`src/rtl/tmr_pkg.sv`:
```
package tmr_pkg;

    localparam int DATA_W = 32;
    localparam int WIN_W  = 10;

    localparam logic [WIN_W-1:0] OFF_TIMER  = 10'h010;
    localparam logic [WIN_W-1:0] OFF_ALARM  = 10'h014;
    localparam logic [WIN_W-1:0] OFF_ACTIVE = 10'h038;
    localparam logic [WIN_W-1:0] OFF_ENABLE = 10'h03C;

    localparam int IRQ_ALARM = 0;
    localparam int IRQ_POWER = 11;
    localparam int IRQ_RESET = 17;
    localparam int N_BTN     = 2;

    typedef logic [DATA_W-1:0] word_t;

    typedef enum logic [2:0] {
        SEL_NONE,
        SEL_TIMER,
        SEL_ALARM,
        SEL_ACTIVE,
        SEL_ENABLE
    } reg_sel_e;

    typedef struct packed {
        logic     wr;
        logic     rd;
        reg_sel_e sel;
        word_t    wdata;
    } bus_req_t;

    function automatic reg_sel_e decode_offset(input logic [WIN_W-1:0] off);
        case (off)
            OFF_TIMER:  return SEL_TIMER;
            OFF_ALARM:  return SEL_ALARM;
            OFF_ACTIVE: return SEL_ACTIVE;
            OFF_ENABLE: return SEL_ENABLE;
            default:    return SEL_NONE;
        endcase
    endfunction

endpackage

```
`src/rtl/tick_prescaler.sv`:
```
module tick_prescaler #(
    parameter int DIV = 128
) (
    input  logic clk,
    input  logic rst,
    input  logic restart,
    output logic tick
);
    localparam int CNT_W = (DIV > 1) ? $clog2(DIV) : 1;
    localparam logic [CNT_W-1:0] LAST = CNT_W'(DIV - 1);

    logic [CNT_W-1:0] cnt_q;

    assign tick = (cnt_q == LAST);

    always_ff @(posedge clk) begin
        if (rst || restart || tick) cnt_q <= '0;
        else                        cnt_q <= cnt_q + 1'b1;
    end

    assert_cnt_range_R2: assert property (@(posedge clk) disable iff (rst)
        cnt_q <= LAST);

    assert_restart_zero_R3: assert property (@(posedge clk) disable iff (rst)
        restart |=> (cnt_q == '0));

endmodule

```
`src/rtl/btn_edge.sv`:
```
module btn_edge #(
    parameter int N = 2
) (
    input  logic         clk,
    input  logic         rst,
    input  logic [N-1:0] level,
    output logic [N-1:0] rise
);
    logic [N-1:0] prev_q;

    always_ff @(posedge clk) begin
        if (rst) prev_q <= '0;
        else     prev_q <= level;
    end

    for (genvar i = 0; i < N; i++) begin : g_edge
        assign rise[i] = level[i] & ~prev_q[i];

        assert_single_pulse_R7: assert property (@(posedge clk) disable iff (rst)
            rise[i] |=> !rise[i]);
    end

endmodule

```
`src/rtl/alarm_timer.sv`:
```
module alarm_timer
    import tmr_pkg::*;
(
    input  logic  clk,
    input  logic  rst,
    input  logic  tick,
    input  logic  timer_wr,
    input  logic  alarm_wr,
    input  word_t wdata,
    output word_t timer_q,
    output word_t alarm_q,
    output logic  alarm_hit
);
    word_t timer_next;

    assign timer_next = timer_q + 1'b1;
    assign alarm_hit  = tick && !timer_wr && (timer_next == alarm_q);

    always_ff @(posedge clk) begin
        if (rst) begin
            timer_q <= '0;
            alarm_q <= '0;
        end else begin
            if (timer_wr)  timer_q <= wdata;
            else if (tick) timer_q <= timer_next;
            if (alarm_wr)  alarm_q <= wdata;
        end
    end

    assert_step_R2: assert property (@(posedge clk) disable iff (rst)
        (tick && !timer_wr) |=> (timer_q == word_t'($past(timer_q) + 1'b1)));

    assert_hold_R2: assert property (@(posedge clk) disable iff (rst)
        (!tick && !timer_wr) |=> $stable(timer_q));

    assert_load_R3: assert property (@(posedge clk) disable iff (rst)
        timer_wr |=> (timer_q == $past(wdata)));

    assert_hit_lands_R4: assert property (@(posedge clk) disable iff (rst)
        alarm_hit |=> (timer_q == $past(alarm_q)));

endmodule

```
`src/rtl/irq_status.sv`:
```
module irq_status
    import tmr_pkg::*;
(
    input  logic  clk,
    input  logic  rst,
    input  word_t set_vec,
    input  logic  clr_wr,
    input  logic  en_wr,
    input  word_t wdata,
    output word_t status_q,
    output word_t enable_q,
    output logic  irq
);
    word_t clr_mask;

    assign clr_mask = clr_wr ? wdata : '0;
    assign irq      = |(status_q & enable_q);

    always_ff @(posedge clk) begin
        if (rst) begin
            status_q <= '0;
            enable_q <= '0;
        end else begin
            status_q <= (status_q & ~clr_mask) | set_vec;
            if (en_wr) enable_q <= wdata;
        end
    end

    assert_set_wins_R6: assert property (@(posedge clk) disable iff (rst)
        (|set_vec) |=> ((status_q & $past(set_vec)) == $past(set_vec)));

    assert_quiet_hold_R5: assert property (@(posedge clk) disable iff (rst)
        (!clr_wr && set_vec == '0) |=> $stable(status_q));

endmodule

```
`src/rtl/sysctl_timer_irq.sv`:
```
module sysctl_timer_irq
    import tmr_pkg::*;
#(
    parameter int ADDR_W   = 32,
    parameter int PRESCALE = 128
) (
    input  logic              clk,
    input  logic              rst,
    input  logic [ADDR_W-1:0] bus_addr,
    input  logic              bus_wr_en,
    input  logic [31:0]       bus_wdata,
    input  logic              bus_rd_en,
    output logic [31:0]       bus_rdata,
    input  logic              power_btn,
    input  logic              reset_btn,
    output logic              irq_out
);
    bus_req_t req;
    logic     unused_addr_hi;

    assign unused_addr_hi = ^bus_addr[ADDR_W-1:WIN_W];

    always_comb begin
        req.wr    = bus_wr_en;
        req.rd    = bus_rd_en;
        req.sel   = decode_offset(bus_addr[WIN_W-1:0]);
        req.wdata = bus_wdata;
    end

    logic tick;
    tick_prescaler #(.DIV(PRESCALE)) u_presc (
        .clk     (clk),
        .rst     (rst),
        .restart (req.wr && req.sel == SEL_TIMER),
        .tick    (tick)
    );

    word_t timer_q, alarm_q;
    logic  alarm_hit;
    alarm_timer u_timer (
        .clk       (clk),
        .rst       (rst),
        .tick      (tick),
        .timer_wr  (req.wr && req.sel == SEL_TIMER),
        .alarm_wr  (req.wr && req.sel == SEL_ALARM),
        .wdata     (req.wdata),
        .timer_q   (timer_q),
        .alarm_q   (alarm_q),
        .alarm_hit (alarm_hit)
    );

    logic [N_BTN-1:0] btn_rise;
    btn_edge #(.N(N_BTN)) u_btn (
        .clk   (clk),
        .rst   (rst),
        .level ({reset_btn, power_btn}),
        .rise  (btn_rise)
    );

    word_t set_vec;
    always_comb begin
        set_vec            = '0;
        set_vec[IRQ_ALARM] = alarm_hit;
        set_vec[IRQ_POWER] = btn_rise[0];
        set_vec[IRQ_RESET] = btn_rise[1];
    end

    word_t status_q, enable_q;
    irq_status u_irq (
        .clk      (clk),
        .rst      (rst),
        .set_vec  (set_vec),
        .clr_wr   (req.wr && req.sel == SEL_ACTIVE),
        .en_wr    (req.wr && req.sel == SEL_ENABLE),
        .wdata    (req.wdata),
        .status_q (status_q),
        .enable_q (enable_q),
        .irq      (irq_out)
    );

    word_t rd_mux;
    always_comb begin
        case (req.sel)
            SEL_TIMER:  rd_mux = timer_q;
            SEL_ALARM:  rd_mux = alarm_q;
            SEL_ACTIVE: rd_mux = status_q;
            SEL_ENABLE: rd_mux = enable_q;
            default:    rd_mux = '0;
        endcase
    end

    always_ff @(posedge clk) begin
        if (rst)         bus_rdata <= '0;
        else if (req.rd) bus_rdata <= rd_mux;
        else             bus_rdata <= '0;
    end

    assert_mask_off_R9: assert property (@(posedge clk) disable iff (rst)
        (enable_q == '0) |-> !irq_out);

    assert_idle_rdata_R11: assert property (@(posedge clk) disable iff (rst)
        !bus_rd_en |=> (bus_rdata == '0));

    assert_unmapped_zero_R10: assert property (@(posedge clk) disable iff (rst)
        (bus_rd_en && req.sel == SEL_NONE) |=> (bus_rdata == '0));

endmodule

```
`config.mk`:
```
export PLATFORM = sky130hd
export DESIGN_NAME = sysctl_timer_irq
export DESIGN_NICKNAME = d
export VERILOG_FILES = /design/src/rtl/tmr_pkg.sv /design/src/rtl/tick_prescaler.sv /design/src/rtl/btn_edge.sv /design/src/rtl/alarm_timer.sv /design/src/rtl/irq_status.sv /design/src/rtl/sysctl_timer_irq.sv
export SDC_FILE = /design/constraint.sdc
export NUM_CORES = 1
export LEC_CHECK = 0
export ABC_AREA = 1
export BUFFER_PORTS_ARGS = -buffer_cell sky130_fd_sc_hd__buf_2
export CORE_ASPECT_RATIO = 2
export CORE_MARGIN = 3
export CORE_UTILIZATION = 30
export CTS_BUF_LIST = sky130_fd_sc_hd__clkbuf_4
export DETAILED_ROUTE_END_ITERATION = 10
export PLACE_DENSITY = 0.57
export SLEW_MARGIN = 20
export SYNTH_ARGS = -nofsm -noshare
export SYNTH_HDL_FRONTEND = slang
export SYNTH_SLANG_ARGS = --single-unit
```
`constraint.sdc`:
```
create_clock -name clk -period 2.2 [get_ports clk]
set_clock_uncertainty 0.15 [all_clocks]
set_input_delay 0.33 -clock clk [delete_from_list [all_inputs] [get_ports clk]]
set_output_delay 0.33 -clock clk [all_outputs]
set_load 0.02 [all_outputs]
```
## After elaboration in Yosys (flattened, before gate mapping)

Index checks and enable logic that the tools add are counted.

| storage, ports and cells | value |
|---|---|
| input bits | 70 |
| latch bits | 0 |
| bits in read-only memories | 0 |
| bits in writable memories | 0 |
| memories | 0 |
| flip-flop bits (word level) | 169 |
| output and inout bits | 33 |

| operators by class | value |
|---|---|
| bitwise operators | 9 |
| add/sub/neg operators | 2 |
| $mul | 0 |
| multiplexer cells | 5 |
| shift-type cells | 0 |
| reduce and logical (&&, ||, !) cells | 12 |
| magnitude comparators | 0 |
| equality and inequality tests | 10 |
| div/mod/pow operators | 0 |

Operator list:

| operator | number |
|---|---|
| $pmux W32 S4 | 1 |
| $mux W32 | 3 |
| $and A32 B32 Y32 | 2 |
| $add A32 B1 Y32 const B | 1 |
| $eq A32 B32 Y1 | 1 |
| $not A32 Y32 | 1 |
| $or A32 B18 Y32 | 1 |
| $reduce_or A32 Y1 | 1 |
| $eq A10 B5 Y1 const B | 2 |
| $eq A10 B6 Y1 const B | 2 |
| $pmux W3 S4 | 1 |
| $add A7 B1 Y7 const B | 1 |
| $eq A7 B7 Y1 const B | 1 |
| $eq A3 B2 Y1 const B | 2 |
| $logic_and A1 B1 Y1 | 6 |
| $eq A3 B1 Y1 const B | 1 |
| $eq A3 B3 Y1 const B | 1 |
| $not A1 Y1 | 3 |
| $and A1 B1 Y1 | 2 |
| $logic_or A1 B1 Y1 | 2 |
| $reduce_bool A2 Y1 | 1 |
| $reduce_or A2 Y1 | 1 |
| $logic_not A1 Y1 | 1 |

## Logic depth before layout (Yosys ltp)

Gate-level depths: netlist of the first run.

| logic depth | value |
|---|---|
| word-level depth | 8 |
| mapped depth | 15 |
| mapped depth without buffers | 15 |

## Hierarchy

A second synthesis of the first run with hierarchy kept.

| second synthesis, totals | value |
|---|---|
| cells, all modules | 1,431 |
| area, all modules | 9,192.6 sq um |

Modules (own cells, without submodules):

| module | times used | area an instance (sq um) | cells each |
|---|---|---|---|
| alarm_timer | 1 | 4,077.7 | 686 |
| irq_status | 1 | 2,452.4 | 337 |
| sysctl_timer_irq | 1 | 2,289.7 | 364 |
| tick_prescaler | 1 | 310.3 | 36 |
| btn_edge | 1 | 62.6 | 8 |

## Worst setup path after synthesis of the first run

OpenSTA, ideal clock, no wires.

| timing | value |
|---|---|
| kind | register to register |
| start | reg u_timer.timer_q[0] |
| end | reg u_irq.status_q[0] |
| slack | 232 ps |
| data required time | 1,983 ps |
| period minus slack after synthesis | 1,968 ps |
| data arrival time | 1,751 ps |
| cell stages (with the launch flop) | 16 |
| path through | dfxtp_1 > ha_1 > nand2_2 > nor2_8 > nand2_4 > nor2_8 > nand2_1 > nand2_1 > nand2_1 > nand2_1 > nand2_1 > nor2_1 > nand2_1 > nor2_1 > nand3_1 > a21oi_2 |

| between the ends | value |
|---|---|
| longest elaborated chain between the ends | 4 |

Ends and longest elaborated chain:

| item | line | source |
|---|---|---|
| start, declared | alarm_timer.sv:10 | `output word_t timer_q,` |
| start signal, assigned | alarm_timer.sv:24 | `if (timer_wr) timer_q <= wdata;` |
| start signal, assigned | alarm_timer.sv:25 | `else if (tick) timer_q <= timer_next;` |
| $add A32 B1 Y32 | alarm_timer.sv:16 | `assign timer_next = timer_q + 1'b1;` |
| $eq A32 B32 Y1 | alarm_timer.sv:17 | `assign alarm_hit = tick && !timer_wr && (timer_next == alarm_q);` |
| $logic_and A1 B1 Y1 | alarm_timer.sv:17 |  |
| $or A32 B18 Y32 | irq_status.sv:24 | `status_q <= (status_q & ~clr_mask) \| set_vec;` |
| end signal, assigned | irq_status.sv:24 |  |
| end, declared | irq_status.sv:10 | `output word_t status_q,` |

No other way between the ends.
A chain may end at the register's enable or synchronous reset.

## Final worst setup path of the first run

| timing | value |
|---|---|
| start | reg u_irq.enable_q[3] |
| end | out irq_out |

| between the ends | value |
|---|---|
| longest elaborated chain between the ends | 2 |

Ends and longest elaborated chain:

| item | line | source |
|---|---|---|
| start, declared | irq_status.sv:11 | `output word_t enable_q,` |
| start signal, assigned | irq_status.sv:25 | `if (en_wr) enable_q <= wdata;` |
| $and A32 B32 Y32 | irq_status.sv:17 | `assign irq = \|(status_q & enable_q);` |
| $reduce_or A32 Y1 | irq_status.sv:17 |  |
| end, declared | sysctl_timer_irq.sv:16 | `output logic irq_out` |

No other way between the ends.

==> impl_metrics.env, run 1 <==
export IMPL_drt_first_iter_violations=434
export IMPL_finalSetupTns_ns=-0.2760
export IMPL_tightest_slew_ns=0.8414
export IMPL_routedWlPerCell_um=17.77
export IMPL_cts_tree="built"
export IMPL_p_comb_share_pct=4.7
export IMPL_yosysWarnings=0
export IMPL_cts_sinks=169
export IMPL_drtAntennaViolNets=0
export IMPL_syn_area_um2=8262
export IMPL_synth_cells=1213
export IMPL_setup_violations=2
export IMPL_cts_buffer_depth=2
export IMPL_grtUsageTotal_pct=21.27
export IMPL_cap_viol_max_count=0
export IMPL_max_clock_freq_mhz=407.3
export IMPL_pwr_share_seq_pct=57.2
export IMPL_syn_nets=1285
export IMPL_worstHoldPathCells=4
export IMPL_dr_pass1_iters=5
export IMPL_io_pins=103
export IMPL_clock_root_buffer="clkbuf_4"
export IMPL_synth_async_sr_flop_share_pct=0
export IMPL_area_growth_pct=30.53
export IMPL_dpl_hpwl_um=23580
export IMPL_synth_top_area_cell="dfxtp_1"
export IMPL_worst_setup_path_end_kind="primary output"
export IMPL_grt_pass1_vias=8720
export IMPL_fp_dieH_um=240.7
export IMPL_via_per_inst=5.010
export IMPL_rr_worst_depth=15
export IMPL_p_total_mw=5.383
export IMPL_ys_top_cells_by_count="nand2_1 (313), inv_1 (179), dfxtp_1 (169)"
export IMPL_internal_power_mw=3.986
export IMPL_crit_type="reg2out"
export IMPL_grt_pass1_wl_um=47410
export IMPL_synthTopCellsByArea="dfxtp_1 (41%), nand2_1 (14%), inv_1 (8.1%)"
export IMPL_synth_top_area_share_pct=40.95
export IMPL_antenna_found_initial=1
export IMPL_synth_most_common_cell="nand2_1"
export IMPL_synth_flop_cell="dfxtp_1"
export IMPL_synth_seq_cells=169
export IMPL_synth_edf_count=0
export IMPL_core_area_um2=27010
export IMPL_violations="setup timing"
export IMPL_gp_congestion=0.9026
export IMPL_portBuffers=80
export IMPL_syn_mean_instance_area_um2=6.811
export IMPL_place_ws_ns=-0.1238
export IMPL_initial_core_util_pct=30.58
export IMPL_min_period_ns=2.455
export IMPL_min_delay_start="bus_rd_en"
export IMPL_grt_max_degree=65
export IMPL_dieArea_um2=29690
export IMPL_drive_above_1_share_pct=21.84
export IMPL_rsz0062_at_grt="true"
export IMPL_drv_slew=0
export IMPL_path_clk_slew_ns=0.18
export IMPL_ir_drop_v=0.0004341
export IMPL_required_ns=1.72
export IMPL_clkLatencyLatePin_ns=0.65
export IMPL_cellLeakagePower_nw=4.629
export IMPL_rows=85
export IMPL_min_path_type="in2reg"
export IMPL_cp_max_fo=2
export IMPL_pwr_share_clk_pct=38.2
export IMPL_utilization_pct=39.92
export IMPL_relSlewSlack_pct=43.91
export IMPL_r2r_end="u_irq.status_q[0]"
export IMPL_p_sw_mw=1.397
export IMPL_num_vias=8887
export IMPL_reg2reg_slack_ns=-0.02
export IMPL_p_per_area_nw_per_um2=499.1
export IMPL_die_w_um=123.3
export IMPL_wirelength_um=31530
export IMPL_cp_start_kind="flip-flop"
export IMPL_reg2reg_from="u_timer.timer_q[0]"
export IMPL_drc=0
export IMPL_worst_slack_ns=-0.2552
export IMPL_ys_seq_area_share_pct=40.95
export IMPL_hold_end="bus_rdata[29]"
export IMPL_synth_distinct_cells=37
export IMPL_status="complete, but fails checks"
export IMPL_arrival_ns=1.98
export IMPL_globalRouteOverflowTotal=0
export IMPL_cts_htree_levels=4
export IMPL_hold_viol=0
export IMPL_power_share_switching_pct=25.95
export IMPL_min_period_over_period_pct=111.6
export IMPL_cts_buffers=17
export IMPL_final_nets=1484
==> per-layer routing <==
metal  GRT usage (%)  wire length, um  up-vias  share of wire, %
met4           14.22             2074        0               6.6
met3           3.447             1274       83               4.0
met5               0                0        -                 0
met1           21.96            11580     4159                37
li1                -                -     4389                 -
met2           38.59            16600      256                53
==> final cells by class <==
type                            instances  area [um2]
Antenna cell                            2       5.005
Clock buffer                           17       127.6
Clock inverter                         14       185.2
Fill cell                            2912       16230
Inverter                              182       688.2
Multi-Input combinational cell        809        4177
Sequential cell                       169        3415
Tap cell                              348       435.4
Timing Repair Buffer                  233        1752
==> cell usage in the layout, fill, tap and decap left out, types with 5 or more instances in the layout <==
master,count
o21ai_0,43
a211oi_1,32
nand2_4,7
nor2_1,123
dfxtp_1,150
nand3_2,8
nand2_2,12
nor2_4,8
o211ai_1,9
nor2_2,14
buf_12,7
nand3_1,77
o22ai_1,43
nand2_1,299
a31oi_1,19
dlygate4sd3_1,39
clkbuf_4,17
dfxtp_2,16
a21oi_1,45
a221oi_1,34
buf_2,79
inv_1,175
inv_2,5
buf_4,104
nand4_1,8
==> kinds of logic after synthesis <==
group                    count (synthesis)  share of synthesized area (%)
flip-flops                             169                          40.95
AND/OR/NAND/NOR                        569                          29.17
adder cells (fa/ha/maj)                  2                         0.3028
XOR/XNOR                                 5                         0.6967
AO/OA/AOI/OAI                          233                          18.02
buffers and inverters                  235                          10.86
==> critical path: stages (launching register included) <==
cell and delay [ns]:
dfxtp_2 0.35, nand2_2 0.09, nand4_1 0.26, nor4_2 0.25, nand4_1 0.20, buf_6 0.19
==> power groups by stage <==
stage / logic, mW / registers, mW / clock network, mW
after floorplan: 0.0724 / 3.14 / 0
after global placement: 0.193 / 3.15 / 0
after detailed placement: 0.194 / 3.15 / 0
after CTS: 0.253 / 3.08 / 2.10
after global routing: 0.270 / 3.08 / 2.20
final: 0.252 / 3.08 / 2.05
==> registers in the layout, summed over array words and instances (netlist names) <==
register,count
bus_rdata,32
u_timer.timer_q,32
u_presc.cnt_q,7
u_irq.enable_q,32
u_btn.prev_q,2
u_irq.status_q,32
u_timer.alarm_q,32
==> how the worst max path moves through the flow <==
stage / start / endpoint / cells after the start
CTS: u_irq.enable_q[3] / irq_out / 5
floorplan: u_timer.timer_q[0] / u_irq.status_q[0] / 15
detailed placement: u_timer.timer_q[1] / u_irq.status_q[0] / 14
global placement: u_timer.timer_q[1] / u_irq.status_q[0] / 14
global route: u_irq.enable_q[3] / irq_out / 5
finish: u_irq.enable_q[3] / irq_out / 5
==> metrics by stage <==
step / instance area [um2] / cells / hold slack (ns)
floorplan: 8262 / 1213 / 0.2489
global placement: 9758 / 1691 / 0.2521
detailed placement: 9758 / 1691 / 0.2693
CTS: 10590 / 1764 / 0.03384
global route: 10780 / 1773 / 0.04496
finish: 10780 / 1774 / 0.05963
==> timing repair <==
| item | 4_1_cts | 5_1_grt |
|---|---|---|
| setup buffers | 3 | 8 |
| hold buffers | 39 | 0 |
| endpoints found under the hold margin | 129 | 0 |
| pin swaps | 13 | 25 |
| setup endpoints to repair | 2 | 11 |
| gates resized for setup | 37 | 45 |
(Power assumes the default switching activity.)
==> run 2, diff against run 1 <==
- CTS_BUF_LIST: sky130_fd_sc_hd__clkbuf_4 -> unset
==> run 2 against run 1 <==
Against the previous run: the run still ends with setup timing left; setup slack better by 0.18 ns; register-to-register slack improved by 0.02 ns; utilization shrank 0.53 points; total power up 21%; critical path depth is the same; worst hold slack got worse by 0.039 ns; routed wire length down 0.37%; largest cell class unchanged; largest power group is now clock.
==> impl_metrics.env, run 2 (synthesized netlist as in run 1, its figures left out) <==
export IMPL_routedWlPerCell_um=18.13
export IMPL_min_period_ns=2.280
export IMPL_fin_cells=1732
export IMPL_area_growth_pct=28.79
export IMPL_num_vias=8759
export IMPL_initial_core_util_pct=30.58
export IMPL_path_clk_slew_ns=0.07
export IMPL_hold_viol=0
export IMPL_fp_dieH_um=240.7
export IMPL_worst_setup_path_end_kind="primary output"
export IMPL_place_ws_ns=-0.1238
export IMPL_whs_ns=0.02070
export IMPL_finalSetupTns_ns=-0.07954
export IMPL_via_per_inst=5.057
export IMPL_final_common_cell="nand2_1"
export IMPL_cellLeakagePower_nw=4.576
export IMPL_clkLatencyLatePin_ns=0.46
export IMPL_drtAntennaViolNets=0
export IMPL_rsz0062_at_grt="true"
export IMPL_critPathSlowestCell="dfxtp_2"
export IMPL_grt_pass1_wl_um=47380
export IMPL_fillCellCount=2911
export IMPL_dieArea_um2=29690
export IMPL_layout_common_cells="nand2_1 (300), inv_1 (175), dfxtp_1 (155)"
export IMPL_crit_type="reg2out"
export IMPL_grt_max_degree=65
export IMPL_dp_cells=1691
export IMPL_arrival_ns=1.80
export IMPL_cts_tree="built"
export IMPL_globalRouteOverflowTotal=0
export IMPL_cts_htree_levels=4
export IMPL_clock_root_buffer="clkbuf_16"
export IMPL_p_per_area_nw_per_um2=610.5
export IMPL_utilization_pct=39.39
export IMPL_drive_above_1_share_pct=21.46
export IMPL_timing_critical_path_mode_cell="nand4_1"
export IMPL_violations="setup timing"
export IMPL_rows=85
export IMPL_antenna_found_initial=0
export IMPL_regArea_um2=3403
export IMPL_max_clock_freq_mhz=438.7
export IMPL_p_total_mw=6.496
export IMPL_wirelength_um=31410
export IMPL_status="complete, but fails checks"
export IMPL_cp_start_kind="flip-flop"
export IMPL_dpl_hpwl_um=23580
export IMPL_n_antenna_cell=0
export IMPL_final_area_um2=10640
export IMPL_critical_path_max_stage_delay_ns=0.33
export IMPL_cts_sinks=169
export IMPL_multi_input_area_um2=4149
export IMPL_ir_drop_v=0.0005109
export IMPL_cap_viol_max_count=0
export IMPL_cts_buffer_depth=2
export IMPL_required_ns=1.72
export IMPL_tightest_slew_ns=0.8136
export IMPL_grtUsageTotal_pct=21.43
export IMPL_crit_family="simple AND/OR/NAND/NOR gates"
export IMPL_min_path_type="in2reg"
export IMPL_path_buf_inv=1
export IMPL_cp_max_fo=2
export IMPL_cts_buffers=17
export IMPL_gp_congestion=0.9026
export IMPL_worst_slack_ns=-0.07954
export IMPL_dr_pass1_iters=7
export IMPL_drc=0
export IMPL_die_w_um=123.3
export IMPL_min_period_over_period_pct=103.6
export IMPL_relSlewSlack_pct=45.76
export IMPL_portBuffers=80
export IMPL_final_nets=1444
export IMPL_place_area_um2=9758
export IMPL_setup_violations=1
export IMPL_cp_cell_sequence="nand2_2 -> nand4_1 -> nor4_2 -> nand4_1 -> buf_6"
export IMPL_drt_first_iter_violations=449
export IMPL_drv_slew=0
export IMPL_core_area_um2=27010
export IMPL_io_pins=103
export IMPL_grt_pass1_vias=8558
run 2: cell count changes in the layout (fill, tap and decap cells not counted), sizes merged:
cell         change
buf              -5
dlygate4sd3     -35
diode            -2
run 2: worst register-to-register path, delay by kind of cell (launching register included):
family                 cells  cell delay, ns
AND/OR/NAND/NOR           11            1.09
flip-flops                 1            0.37
buffers and inverters      4            0.39
AO/OA/AOI/OAI              1            0.06
run 2: worst paths after layout:
| path | from | to | slack, ns | depth (start not counted) |
|---|---|---|---|---|
| min reg2reg | u_btn.prev_q[0] | u_irq.status_q[11] | 0.28 | 1 |
| min | bus_wdata[4] | u_irq.enable_q[4] | 0.02 | 3 |
| max | u_irq.status_q[3] | irq_out | -0.08 | 5 |
| max reg2reg | u_timer.timer_q[0] | u_irq.status_q[0] | 0 | 16 |
run 2: cell type report:
type | count | area share [%]
timing repair buffer | 193 | 12.75
tap | 348 | 4.092
multi-input combinational | 809 | 38.99
inverter | 182 | 6.444
sequential | 169 | 31.98
clock buffer | 17 | 3.998
clock inverter | 14 | 1.740
run 2: layer usage:
| metal | routed length, um | GRT usage, % |
|---|---|---|
| met5 | 0 | 0 |
| met2 | 16550 | 38.82 |
| met1 | 11320 | 22.21 |
| met3 | 1365 | 3.189 |
| met4 | 2173 | 14.69 |
run 2: timing repair:
action / 4_1_cts / 5_1_grt
hold buffers: 4 / 0
pin swaps: 13 / 19
setup endpoints to repair: 2 / 11
gates resized for setup: 33 / 33
buffers inserted: 2 / 4
hold endpoints to repair: 6 / 0
cloned: 0 / 0
run 2: report_power, final:
part	switching, mW	internal, mW	total, mW	leakage (nW)
combinational	0.137	0.0647	0.201	2.91
sequential	0.00813	3.07	3.07	1.37
clock	1.41	1.81	3.22	0.295
total	1.56	4.94	6.50	4.58
==> run 3, diff against run 2 <==
- ABC_AREA: 1 -> unset
- CAP_MARGIN: unset -> 20
==> run 3 against run 2 <==
Against the previous run: die area down 2.8%; critical endpoint unchanged; global-route usage shrank 0.11 points; design area increased by 4.9%; sequential power is essentially flat; critical path type unchanged; final cell count is 9.8% lower; the flow still finishes with violations (setup timing); routed wire length is 1.8% lower.
==> impl_metrics.env, run 3 <==
export IMPL_status="complete, but fails checks"
export IMPL_violations="setup timing"
export IMPL_hold_viol=0
export IMPL_syn_nets=1060
export IMPL_drv_slew=0
export IMPL_endpoint="irq_out"
export IMPL_die_w_um=121.6
export IMPL_arrival_ns=2.05
export IMPL_ir_drop_v=0.0005446
export IMPL_synth_flop_cell="dfxtp_1"
export IMPL_cap_viol_max_count=0
export IMPL_via_per_inst=5.306
export IMPL_synth_top_area_cell="dfxtp_1"
export IMPL_met3_usage_pct=3.071
export IMPL_grtUsageTotal_pct=21.32
export IMPL_drtAntennaViolNets=0
export IMPL_path_buf_inv=1
export IMPL_drive_above_1_share_pct=28.63
export IMPL_critPathSlowestCell="or4_4"
export IMPL_final_nets=1278
export IMPL_p_per_area_nw_per_um2=577.2
export IMPL_power_share_switching_pct=24.36
export IMPL_layout_common_cells="nand2_1 (159), buf_4 (157), dfxtp_1 (150)"
export IMPL_synth_distinct_cells=58
export IMPL_tightest_slew_ns=0.5718
export IMPL_syn_area_um2=8020
export IMPL_internal_power_mw=4.874
export IMPL_whs_ns=0.01727
export IMPL_worstHoldPathCells=3
export IMPL_fp_dieH_um=237.2
export IMPL_cellLeakagePower_nw=4.102
export IMPL_min_path_type="in2reg"
export IMPL_final_common_cell="nand2_1"
export IMPL_met1_usage_pct=21.92
export IMPL_synth_top_family_by_area="simple AND/OR/NAND/NOR gates"
export IMPL_grt_max_degree=50
export IMPL_io_pins=103
export IMPL_drt_first_iter_violations=584
export IMPL_synth_cells=988
export IMPL_n_antenna_cell=0
export IMPL_muxShareOfSynthArea_pct=0.2652
export IMPL_r2r_end="u_timer.timer_q[28]"
export IMPL_cts_buffer_depth=2
export IMPL_globalRouteOverflowTotal=0
export IMPL_max_clock_freq_mhz=395.7
export IMPL_gp_congestion=0.9454
export IMPL_core_area_um2=26280
export IMPL_synth_compound_area_share_pct=22.29
export IMPL_cts_tree="built"
export IMPL_reg2reg_from="u_timer.timer_q[8]"
export IMPL_worst_slack_ns=-0.3273
export IMPL_synth_edf_count=0
export IMPL_dr_pass1_iters=5
export IMPL_path_depth=5
export IMPL_rows=84
export IMPL_busiest_layer="met2"
export IMPL_synthAdderAreaFrac_pct=0.3120
export IMPL_synth_seq_cells=169
export IMPL_dpl_hpwl_um=23690
export IMPL_utilization_pct=42.49
export IMPL_min_period_over_period_pct=114.9
export IMPL_cts_buffers=17
export IMPL_finalSetupTns_ns=-0.9187
export IMPL_initial_core_util_pct=30.52
export IMPL_cts_sinks=169
export IMPL_setup_violations=5
export IMPL_num_vias=8293
export IMPL_cp_start_kind="flip-flop"
export IMPL_clock_root_buffer="clkbuf_16"
export IMPL_cp_max_fo=2
export IMPL_critical_path_max_stage_delay_ns=0.52
export IMPL_reg2reg_slack_ns=-0.21
export IMPL_antenna_found_initial=0
export IMPL_place_ws_ns=-0.2181
export IMPL_ys_top_cells_by_count="dfxtp_1 (169), nand2_1 (160), a21oi_1 (130)"
export IMPL_relSlewSlack_pct=61.88
export IMPL_yosysWarnings=0
export IMPL_pwr_share_clk_pct=48.7
export IMPL_synthTopCellsByArea="dfxtp_1 (42%), a21oi_1 (8.1%), nand2_1 (7.5%)"
export IMPL_synth_top_area_share_pct=42.18
export IMPL_grt_pass1_vias=8063
export IMPL_portBuffers=80
export IMPL_synthXorXnorAreaFrac_pct=6.989
export IMPL_grt_pass1_wl_um=46350
export IMPL_wirelength_um=30850
export IMPL_area_growth_pct=39.19
export IMPL_crit_family="simple AND/OR/NAND/NOR gates"
export IMPL_min_period_ns=2.527
export IMPL_p_comb_share_pct=3.6
export IMPL_ys_seq_area_share_pct=42.18
export IMPL_p_sw_mw=1.570
export IMPL_path_clk_slew_ns=0.07
export IMPL_cts_htree_levels=4
export IMPL_use_met2_pct=38.02
export IMPL_crit_path_start="u_irq.status_q[24]"
export IMPL_crit_type="reg2out"
export IMPL_rr_worst_depth=6
export IMPL_pwr_share_seq_pct=47.7
export IMPL_rsz0062_at_grt="true"
export IMPL_synthSimpleGateAreaFrac_pct=23.71
export IMPL_synth_most_common_cell="dfxtp_1"
export IMPL_dieArea_um2=28850
export IMPL_required_ns=1.72
export IMPL_drc=0
export IMPL_routedWlPerCell_um=19.74
export IMPL_cp_cell_sequence="a22o_1 -> a221oi_2 -> nand3_1 -> or4_4 -> buf_6"
export IMPL_clkLatencyLatePin_ns=0.46
export IMPL_synth_async_sr_flop_share_pct=0
export IMPL_worst_setup_path_end_kind="primary output"
export IMPL_syn_mean_instance_area_um2=8.118
## run 3: changes by cell type in the layout (fill, tap and decap cells not counted), sizes merged, moves of 42 or more
cell	delta
buf	+66
a21oi	+84
nand2	-158
nor2	-89
a22oi	+77
o22ai	-42
inv	-175
nand3	-63
## run 3: per-stage QoR
stage / power, mW / instances / area, um2
final: 6.443 / 1563 / 11160
after global placement: 3.343 / 1494 / 9995
after detailed placement: 3.345 / 1494 / 9995
after floorplan: 3.206 / 988 / 8137
after CTS: 6.502 / 1559 / 11010
after global routing: 6.613 / 1563 / 11160
## run 3: worst min path at each step
stage / startpoint / end / slack [ns]
finish: bus_wdata[17] / u_irq.enable_q[17] / 0.02
global route: bus_wdata[17] / u_timer.alarm_q[17] / 0.02
CTS: bus_wdata[17] / u_timer.alarm_q[17] / 0.005
detailed placement: u_irq.status_q[26] / u_irq.status_q[26] / 0.30
global placement: u_presc.cnt_q[0] / u_presc.cnt_q[0] / 0.30
floorplan: bus_wdata[1] / u_irq.status_q[1] / 0.27
## run 3: layout make-up
class | instances | area [um2]
Fill cell | 2676 | 15110
Multi-Input combinational cell | 732 | 4527
Sequential cell | 169 | 3417
Timing Repair Buffer | 278 | 2147
Tap cell | 344 | 430.4
Clock buffer | 17 | 425.4
Clock inverter | 15 | 186.4
Inverter | 8 | 30.03
## run 3: kinds of logic after synthesis
kind of cell | after synthesis
xor+xnor | 64
fa+ha+maj | 2
simple gates | 385
flops | 169
mux | 2
compound gates | 279
buf+inv | 87
## run 3: timing repair
action,4_1_cts,5_1_grt
gates resized for setup,31,29
setup endpoints to repair,13,13
endpoints found under the hold margin,27,0
cloned,0,0
buffers inserted,10,4
hold buffers,23,0
pin swaps,15,7
## run 3: worst reg2reg max path, cell delays in order (launching register included)
cell	delay, ns
dfxtp_2	0.37
buf_6	0.12
nand4_1	0.11
or4_4	0.60
or3_4	0.38
or3_1	0.33
a311oi_2	0.26
## run 3: power groups by stage
| stage | combinational, mW | sequential (mW) | clock, mW |
|---|---|---|---|
| floorplan | 0.0646 | 3.14 | 0 |
| global placement | 0.200 | 3.14 | 0 |
| detailed placement | 0.202 | 3.14 | 0 |
| CTS | 0.234 | 3.07 | 3.20 |
| global route | 0.250 | 3.07 | 3.29 |
| finish | 0.234 | 3.07 | 3.14 |
## run 3: per-layer routing
layer  share of wire [%]  vias up
li1                    -     3982
met4                 8.2        0
met5                   0        -
met2                  53      275
met3                 3.8       90
met1                  35     3946
